===== config.mk =====
export PLATFORM = sky130hd
export DESIGN_NAME = evd_top
export DESIGN_NICKNAME = d
export VERILOG_FILES = /design/src/rtl/evd_pkg.sv /design/src/rtl/evd_sync.sv /design/src/rtl/evd_sampler.sv /design/src/rtl/evd_qualifier.sv /design/src/rtl/evd_top.sv
export SDC_FILE = /design/constraint.sdc
export NUM_CORES = 1
export LEC_CHECK = 0
export ABC_AREA = 1
export CAP_MARGIN = 20
export CORE_ASPECT_RATIO = 0.5
export CORE_MARGIN = 8
export CORE_UTILIZATION = 45
export CTS_BUF_LIST = sky130_fd_sc_hd__clkbuf_8
export DETAILED_ROUTE_END_ITERATION = 6
export HOLD_SLACK_MARGIN = 0.03
export PLACE_DENSITY = 0.71
export SYNTH_ARGS = -nofsm -noshare
export SYNTH_HDL_FRONTEND = slang
export SYNTH_SLANG_ARGS = --single-unit

===== constraint.sdc =====
create_clock -name clk -period 1.8 [get_ports clk]
set_input_delay 0.54 -clock clk [delete_from_list [all_inputs] [get_ports clk]]
set_output_delay 0.54 -clock clk [all_outputs]
set_load 0.05 [all_outputs]

===== src/rtl/evd_pkg.sv =====
package evd_pkg;

    typedef enum logic [1:0] {
        RATE_CONT = 2'b00,
        RATE_2HZ  = 2'b01,
        RATE_1HZ  = 2'b10,
        RATE_QHZ  = 2'b11
    } evd_rate_e;

    typedef enum logic [1:0] {
        WIN_NONE  = 2'b00,
        WIN_SHORT = 2'b01,
        WIN_MID   = 2'b10,
        WIN_LONG  = 2'b11
    } evd_win_e;

    typedef struct packed {
        logic      en;
        evd_rate_e rate;
        evd_win_e  win;
        logic      bat_quiet;
        logic      halt_en;
    } evd_cfg_t;

    typedef enum logic {
        Q_IDLE = 1'b0,
        Q_HOLD = 1'b1
    } evd_qual_e;

    // Ticks between sample points for a rate code.
    function automatic int unsigned sample_period(evd_rate_e r, int unsigned tps);
        case (r)
            RATE_2HZ: return tps / 2;
            RATE_1HZ: return tps;
            RATE_QHZ: return 4 * tps;
            default:  return 1;
        endcase
    endfunction

    // Ticks the pin must stay high for a window code.
    function automatic int unsigned window_len(evd_win_e w, int unsigned tps);
        case (w)
            WIN_SHORT: return tps / 256;
            WIN_MID:   return tps / 64;
            WIN_LONG:  return tps / 32;
            default:   return 1;
        endcase
    endfunction

endpackage


===== src/rtl/evd_sync.sv =====
module evd_sync #(
    parameter int unsigned STAGES = 2
) (
    input  logic clk,
    input  logic rst,
    input  logic d,
    output logic q
);
    logic [STAGES-1:0] chain;

    generate
        for (genvar i = 0; i < STAGES; i++) begin : g_stage
            if (i == 0) begin : g_first
                always_ff @(posedge clk) begin
                    if (rst) chain[0] <= 1'b0;
                    else     chain[0] <= d;
                end
            end else begin : g_next
                always_ff @(posedge clk) begin
                    if (rst) chain[i] <= 1'b0;
                    else     chain[i] <= chain[i-1];
                end
            end
        end
    endgenerate

    assign q = chain[STAGES-1];
endmodule


===== src/rtl/evd_sampler.sv =====
module evd_sampler
    import evd_pkg::*;
#(
    parameter int unsigned TPS = 32768
) (
    input  logic      clk,
    input  logic      rst,
    input  logic      tick,
    input  logic      run,
    input  evd_rate_e rate,
    output logic      strobe
);
    localparam int unsigned MAXP = 4 * TPS;
    localparam int unsigned CW   = $clog2(MAXP + 1);

    logic [CW-1:0] cnt;
    logic [CW-1:0] last;

    always_comb last = CW'(sample_period(rate, TPS) - 1);

    always_ff @(posedge clk) begin
        if (rst || !run) begin
            cnt    <= '0;
            strobe <= 1'b0;
        end else if (tick) begin
            if (cnt == last) begin
                cnt    <= '0;
                strobe <= 1'b1;
            end else begin
                cnt    <= cnt + 1'b1;
                strobe <= 1'b0;
            end
        end else begin
            strobe <= 1'b0;
        end
    end

    // a sample point only follows a cycle in which sampling was running
    p_strobe_needs_run_r2: assert property (@(posedge clk) disable iff (rst)
        strobe |-> $past(run));

    // sample points are isolated pulses (periods are longer than one tick)
    p_strobe_single_r2: assert property (@(posedge clk) disable iff (rst)
        strobe |=> !strobe);
endmodule


===== src/rtl/evd_qualifier.sv =====
module evd_qualifier
    import evd_pkg::*;
#(
    parameter int unsigned TPS = 32768
) (
    input  logic     clk,
    input  logic     rst,
    input  logic     tick,
    input  logic     armed,
    input  logic     strobe,
    input  logic     pin_s,
    input  evd_win_e win,
    output logic     hit
);
    localparam int unsigned WMAX = TPS / 32;
    localparam int unsigned WW   = $clog2(WMAX + 1);

    evd_qual_e     st;
    logic [WW-1:0] cnt;
    logic [WW-1:0] last;

    always_comb last = WW'(window_len(win, TPS) - 1);

    always_ff @(posedge clk) begin
        if (rst || !armed) begin
            st  <= Q_IDLE;
            cnt <= '0;
            hit <= 1'b0;
        end else begin
            hit <= 1'b0;
            case (st)
                Q_IDLE: begin
                    if (strobe && pin_s) begin
                        if (win == WIN_NONE) begin
                            hit <= 1'b1;
                        end else begin
                            st  <= Q_HOLD;
                            cnt <= '0;
                        end
                    end
                end
                default: begin
                    if (!pin_s) begin
                        st <= Q_IDLE;
                    end else if (tick) begin
                        if (cnt == last) begin
                            hit <= 1'b1;
                            st  <= Q_IDLE;
                        end else begin
                            cnt <= cnt + 1'b1;
                        end
                    end
                end
            endcase
        end
    end

    // a qualified hit needs the synchronized pin high in the previous cycle
    p_hit_needs_pin_r3: assert property (@(posedge clk) disable iff (rst)
        hit |-> $past(pin_s));

    // a low pin during the window abandons it
    p_abort_low_r3: assert property (@(posedge clk) disable iff (rst)
        (st == Q_HOLD && !pin_s) |=> (st == Q_IDLE && !hit));
endmodule


===== src/rtl/evd_top.sv =====
module evd_top
    import evd_pkg::*;
#(
    parameter int unsigned TPS = 32768
) (
    input  logic       clk,
    input  logic       rst,
    input  logic       tick,
    input  logic       ev_pin,
    input  logic       on_battery,
    input  logic       cfg_en,
    input  logic [1:0] cfg_rate,
    input  logic [1:0] cfg_win,
    input  logic       cfg_bat_quiet,
    input  logic       cfg_halt,
    input  logic       evt_clr,
    output logic       evt_flag,
    output logic       det_n,
    output logic       halt_req
);
    evd_cfg_t cfg;
    logic     pin_s;
    logic     armed;
    logic     strobe;
    logic     qual_hit;
    logic     detect;

    always_comb begin
        cfg.en        = cfg_en;
        cfg.rate      = evd_rate_e'(cfg_rate);
        cfg.win       = evd_win_e'(cfg_win);
        cfg.bat_quiet = cfg_bat_quiet;
        cfg.halt_en   = cfg_halt;
    end

    evd_sync #(.STAGES(2)) u_sync (
        .clk (clk),
        .rst (rst),
        .d   (ev_pin),
        .q   (pin_s)
    );

    assign armed = cfg.en && (cfg.rate != RATE_CONT);

    evd_sampler #(.TPS(TPS)) u_samp (
        .clk    (clk),
        .rst    (rst),
        .tick   (tick),
        .run    (armed),
        .rate   (cfg.rate),
        .strobe (strobe)
    );

    evd_qualifier #(.TPS(TPS)) u_qual (
        .clk    (clk),
        .rst    (rst),
        .tick   (tick),
        .armed  (armed),
        .strobe (strobe),
        .pin_s  (pin_s),
        .win    (cfg.win),
        .hit    (qual_hit)
    );

    always_comb begin
        if (!cfg.en)                     detect = 1'b0;
        else if (cfg.rate == RATE_CONT)  detect = pin_s;
        else                             detect = qual_hit;
    end

    always_ff @(posedge clk) begin
        if (rst)          evt_flag <= 1'b0;
        else if (detect)  evt_flag <= 1'b1;
        else if (evt_clr) evt_flag <= 1'b0;
    end

    assign det_n    = !(evt_flag && !(on_battery && cfg.bat_quiet));
    assign halt_req = evt_flag && cfg.halt_en;

    // a set flag is only dropped by a clear pulse
    p_flag_sticky_r6: assert property (@(posedge clk) disable iff (rst)
        (evt_flag && !evt_clr) |=> evt_flag);

    // nothing new is recorded while disabled
    p_no_new_when_off_r5: assert property (@(posedge clk) disable iff (rst)
        (!cfg_en && !evt_flag) |=> !evt_flag);

    // battery-quiet keeps the detect output inactive
    p_quiet_on_battery_r7: assert property (@(posedge clk) disable iff (rst)
        (on_battery && cfg_bat_quiet) |-> det_n);

    // reset clears the flag
    p_reset_clears_r9: assert property (@(posedge clk)
        rst |=> !evt_flag);
endmodule


* After elaboration in Yosys (flattened, before gate mapping) *
Cells that the tools add are included.

word-level totals
  bits in registers = 35
  input bits = 13
  output and inout bits = 3
  logic and storage cells = 67

operators by class
  $add $sub $neg = 4
  eq/ne operators = 12
  multiplexer cells = 26
  bitwise logic cells = 1
  reductions and logical operators = 16

operators with widths
  cell                     number
  $mux W11                 6
  $pmux W18 S3             1
  $pmux W11 S3             1
  $add A18 B1 Y18 const B  1
  $eq A18 B18 Y1           1
  $mux W18                 1
  $sub A18 B1 Y18 const B  1
  $mux W1                  17
  $add A11 B1 Y11 const B  1
  $eq A11 B11 Y1           1
  $sub A11 B1 Y11 const B  1
  $eq A2 B2 Y1 const B     4
  $ne A2 B2 Y1 const B     3
  $reduce_bool A2 Y1       3
  $logic_and A1 B1 Y1      5
  $reduce_and A5 Y1        1
  $eq A2 B1 Y1 const B     2
  $logic_not A2 Y1         2
  $logic_not A1 Y1         3
  $ne A2 B1 Y1 const B     1
  $reduce_or A2 Y1         1
  $logic_or A1 B1 Y1       1
  $not A1 Y1               1

* Longest topological paths before layout *
  depth after elaboration = 8
  depth in mapped cells = 11
  mapped depth without buffers = 10

* Cells and area by module *
Synthesis repeated with hierarchy kept, for this count alone.

second synthesis, totals
  cells, all modules = 345
  area total of the unflattened synthesis = 2,224.6 um^2

modules (own cells, without submodules)
  module         times used  cells an instance  area each (um^2)
  evd_sampler    1           170                1,128.6
  evd_qualifier  1           154                962.2
  evd_top        1           15                 78.8
  evd_sync       1           6                  55.1

* Worst setup path before layout *
No wires, ideal clock.

  path type = flip-flop to output port
  start point = reg evt_flag
  end point = out det_n
  arrival time = 1.072 ns
  required time = 1.260 ns
  slack = 0.188 ns
  cell stages (with the launch flop) = 2
  buffers on the path = 0
  cell sequence = dfxtp_1 > nand2_1

between the ends
  longest elaborated chain between the ends = 2

RTL lines
  element                   line           RTL
  start: declaration        evd_top.sv:17  output logic evt_flag,
  start signal: assignment  evd_top.sv:72  if (rst) evt_flag <= 1'b0;
  start signal: assignment  evd_top.sv:73  else if (detect) evt_flag <= 1'b1;
  start signal: assignment  evd_top.sv:74  else if (evt_clr) evt_flag <= 1'b0;
  $logic_and A1 B1 Y1       evd_top.sv:77  assign det_n = !(evt_flag && !(on_battery && cfg.bat_quiet));
  $logic_not A1 Y1          evd_top.sv:77
  end: declaration          evd_top.sv:18  output logic det_n,

Every way passes these cells.

* Worst setup path in the final report *
  start point = in cfg_rate[0]
  end point = reg u_samp.cnt[15]

between the ends
  longest elaborated chain between the ends = 5
  elaborated cells between the ends (all ways) = 11
  those cells by class = add/sub (1); eq/ne (4); mux (2); reduce/logical (4)

RTL lines
  element                                       line               RTL
  start: declaration                            evd_top.sv:12      input logic [1:0] cfg_rate,
  $eq A2 B2 Y1 or $eq A2 B1 Y1 (tied branches)  evd_pkg.sv:32      case (r)
  $pmux W18 S3                                  evd_pkg.sv:32
  $sub A18 B1 Y18                               evd_sampler.sv:19  always_comb last = CW'(sample_period(rate, TPS) - 1);
  $eq A18 B18 Y1                                evd_sampler.sv:26  if (cnt == last) begin
  $mux W18                                      evd_sampler.sv:26
  end signal: assignment                        evd_sampler.sv:30  cnt <= cnt + 1'b1;
  end: declaration                              evd_sampler.sv:16  logic [CW-1:0] cnt;

Parallel ways exist; a longest one is shown, timed or not.
A chain may end at the register's enable or synchronous reset.

==> key figures <==
Timing
  • FMAX: 0.582 GHz
  • Slew @ Worst Pin: 0.290 ns
  • Rel. slew slack: 80.6%
  • Hold_ws: 0.425 ns
  • Clk_skew: 0.00465 ns
  • Final Max Slew Viols: 0
  • Setup Viol. Count Final: 0
  • RSZ-0062 raised after global routing: no
  • Period utilization: 95.5%
  • Min Tclk post-route: 1.72 ns
  • Fin. Hold Viols: 0

Global routing
  • Total GRT Usage: 14.2%
  • Initial antenna violation count: 0
  • First-pass GRT wire length: 8490 um
  • Largest net degree at the start of global routing: 18
  • Vias in the first global route: 1997
  • Total gr overflow: 0

Detailed routing
  • DRT antenna net count: 0
  • Drt wl/cell: 12.0 um
  • WL final: 4860 um
  • Residual DRC: 0
  • Via-per-instance ratio: 5.04
  • Pre-antenna DRT Iters: 4
  • Vias: 2040
  • DR iter-0 viols: 73

Synthesis
  • Yosys reg bits: 35
  • Yosys top cell area share: 33.8%
  • Synthesized cell area: 2070 um2
  • Count leader, synth: nand2_1
  • XOR/XNOR Fraction of Synth Area: 5.49%
  • Top_reg_cell synth: dfxtp_1
  • Area leader, netlist: dfxtp_1
  • Mapped Cells: 306
  • Synthesized Nets: 321
  • Multiplexer share of the synthesized area: 0%
  • Yosys warns: 0
  • Seq/Total Area, Yosys: 33.8%
  • Ranking of synthesized cells by area: dfxtp_1 (34%), nand2_1 (11%), nor2_1 (8.3%)
  • Netlist cell types: 32
  • Most frequent cells after synthesis: nand2_1 (61), nor2_1 (46), dfxtp_1 (35)
  • EDFF count, synth: 0
  • Adder-Cell Fraction of Synth Area: 1.21%
  • Synthesized area per cell: 6.78 um2
  • Post-Synth Simple-Gate Area: 41.5%
  • Synth Area in Compound Gates: 9.77%
  • Largest family of logic cells by synthesized area: simple AND/OR/NAND/NOR gates
  • Asr flop ratio synth: 0%

Placed design
  • DP HPWL: 3680 um
  • Routability congestion estimate: 0.852
  • Placed cell count: 395
  • Number of port buffers: 15

Worst setup path
  • CP Class: in2reg
  • Required time worst endpoint: 1.97 ns
  • CP Max Fanout: 11
  • Worst Path Arrival: 1.89 ns
  • CP Capture Type: register
  • Crit start category: input pin

CTS
  • Clock tree buffer depth: 2
  • # H-tree levels: 2
  • CTS Root Cell: clkbuf_8
  • CTS tree: yes
  • Clock Latency Late Sink: 0.28 ns
  • Clk slew on worst S/H paths: 0.07 ns
  • Clk sink count: 35
  • Hold-fix buffers at CTS: 0
  • CTS Buf Count: 5

Power and ir drop
  • Sw power: 339 uW
  • Net Sw Frac: 23.4%
  • Logic gate share of total power: 9.4%
  • Internal Power: 1.11 mW
  • Share of power burned in registers: 54.1%
  • Power per cell area: 554 nW/um2
  • Clock Power Share: 36.5%
  • Pleak: 1.00 nW
  • Peak supply drop: 0.272 mV

Floorplan
  • Initial Util: 46.9%
  • Die Area: 7170 um2
  • Rows: 17
  • Die X-Extent: 112 um
  • Core Region: 4420 um2
  • I/O pins: 16
  • Die Y-Extent: 64.0 um

Layout
  • Filler cell count: 425
  • Nets: 362
  • Layout cell share with drive strength beyond 1: 20.1%
  • Area Growth Syn to Fin: 26.0%
  • N_diodes: 0
  • Post-Layout Cell Count: 405

Worst hold path
  • Hold WC Path Type: reg2reg

Run status
  • Outcome: completed

Run
  • # Max-Cap Violations: 0
==> final cells by class <==
cell class / count / area [um2] / area share, %
inverters: 33 / 124 / 4.74
well taps: 57 / 71.3 / 2.73
flip-flops and latches: 35 / 701 / 26.8
clock inverters: 3 / 12.5 / 0.479
clock buffers: 5 / 68.8 / 2.63
multi-input cells: 232 / 1230 / 47.0
repair buffers: 40 / 408 / 15.6
==> per-stage QoR <==
step / total power [mW] / area, um2 / util [%] / setup TNS [ns] / worst slack (ns)
after floorplan: 0.859 / 2070 / - / 0 / 0.188
after global placement: 0.935 / 2500 / 56.4 / -9.53 / -0.396
after detailed placement: 0.938 / 2500 / 56.4 / -11.05 / -0.427
after CTS: 1.48 / 2590 / 58.6 / 0 / 0.000879
after global routing: 1.52 / 2610 / 59.1 / 0 / 0.00157
final: 1.45 / 2610 / 59.1 / 0 / 0.0808
==> routing by layer <==
layer	global-route usage, %	vias up	share of wire, %
li1	-	1076	-
met2	25.8	35	49
met3	3.09	4	4.1
met5	0	-	0
met1	16.2	925	45
met4	5.32	0	1.3
==> cell usage in the layout, fill, tap and decap left out, drive strengths merged <==
| cell type | Yosys | routed |
|---|---|---|
| buf | 5 | 28 |
| dfxtp | 35 | 35 |
| dlygate4sd2 | 0 | 4 |
| o21bai | 3 | 3 |
| xnor2 | 2 | 2 |
| dlymetal6s2s | 0 | 3 |
| nor3 | 14 | 14 |
| ha | 2 | 2 |
| clkbuf | 2 | 5 |
| clkdlybuf4s50 | 0 | 4 |
| nor2 | 57 | 57 |
| nand4 | 6 | 6 |
| nand3b | 1 | 1 |
| o22ai | 2 | 2 |
| o2111ai | 1 | 1 |
| clkinv | 1 | 2 |
| o21ai | 11 | 11 |
| clkdlybuf4s15 | 0 | 1 |
| inv | 32 | 34 |
| nor4 | 2 | 2 |
| xor2 | 11 | 11 |
| nand3 | 30 | 30 |
| nand2 | 70 | 71 |
| a21oi | 18 | 18 |
| a31oi | 1 | 1 |
==> power by group through the flow <==
| stage | clock, mW | combinational (mW) | sequential (mW) |
|---|---|---|---|
| after floorplan | 0 | 0.0576 | 0.801 |
| after global placement | 0 | 0.136 | 0.800 |
| after detailed placement | 0 | 0.137 | 0.800 |
| after CTS | 0.558 | 0.136 | 0.782 |
| after global routing | 0.586 | 0.147 | 0.783 |
| final | 0.528 | 0.136 | 0.783 |
==> registers in the layout (all words and copies together) (netlist names) <==
| signal | count |
|---|---|
| u_samp.cnt | 18 |
| u_qual.cnt | 11 |
| evt_flag | 1 |
| u_qual.hit | 1 |
| u_qual.st | 1 |
| u_samp.strobe | 1 |
| u_sync.chain | 1 |
| u_sync.q | 1 |
==> worst paths after layout <==
| kind | startpoint | to | slack (ns) | cells after the start |
|---|---|---|---|---|
| worst max-delay path | cfg_rate[0] | u_samp.cnt[15] | 0.08 | 10 |
| worst min-delay path | u_sync.chain[0] | u_sync.q | 0.42 | 2 |
| worst max register to register | u_qual.cnt[0] | u_qual.cnt[8] | 0.14 | 8 |
| worst min register to register | u_sync.chain[0] | u_sync.q | 0.42 | 2 |
==> logic make-up after synthesis <==
family	Yosys count
and+or+nand+nor	180
buffers and inverters	40
AOI/OAI and AO/OA	36
DFF	35
xor gates and xnor gates	13
adders and majority gates	2
==> repair_timing <==
action / CTS / global route
pin swaps: 4 / 2
gates cloned: 1 / 0
setup buffers: 0 / 1
gates resized for setup: 10 / 5
endpoints found under the setup margin: 24 / 13
==> critical path, stage by stage <==
cell and delay, ns:
dlygate4sd2_1 0.27, nor2_4 0.16, nand2_2 0.05, o21ai_0 0.06, nand2_1 0.08, nor3_2 0.21, nand3_2 0.11, o21ai_2 0.19
buf_12 0.16, nor2_1 0.05
(Power assumes the default switching activity.)
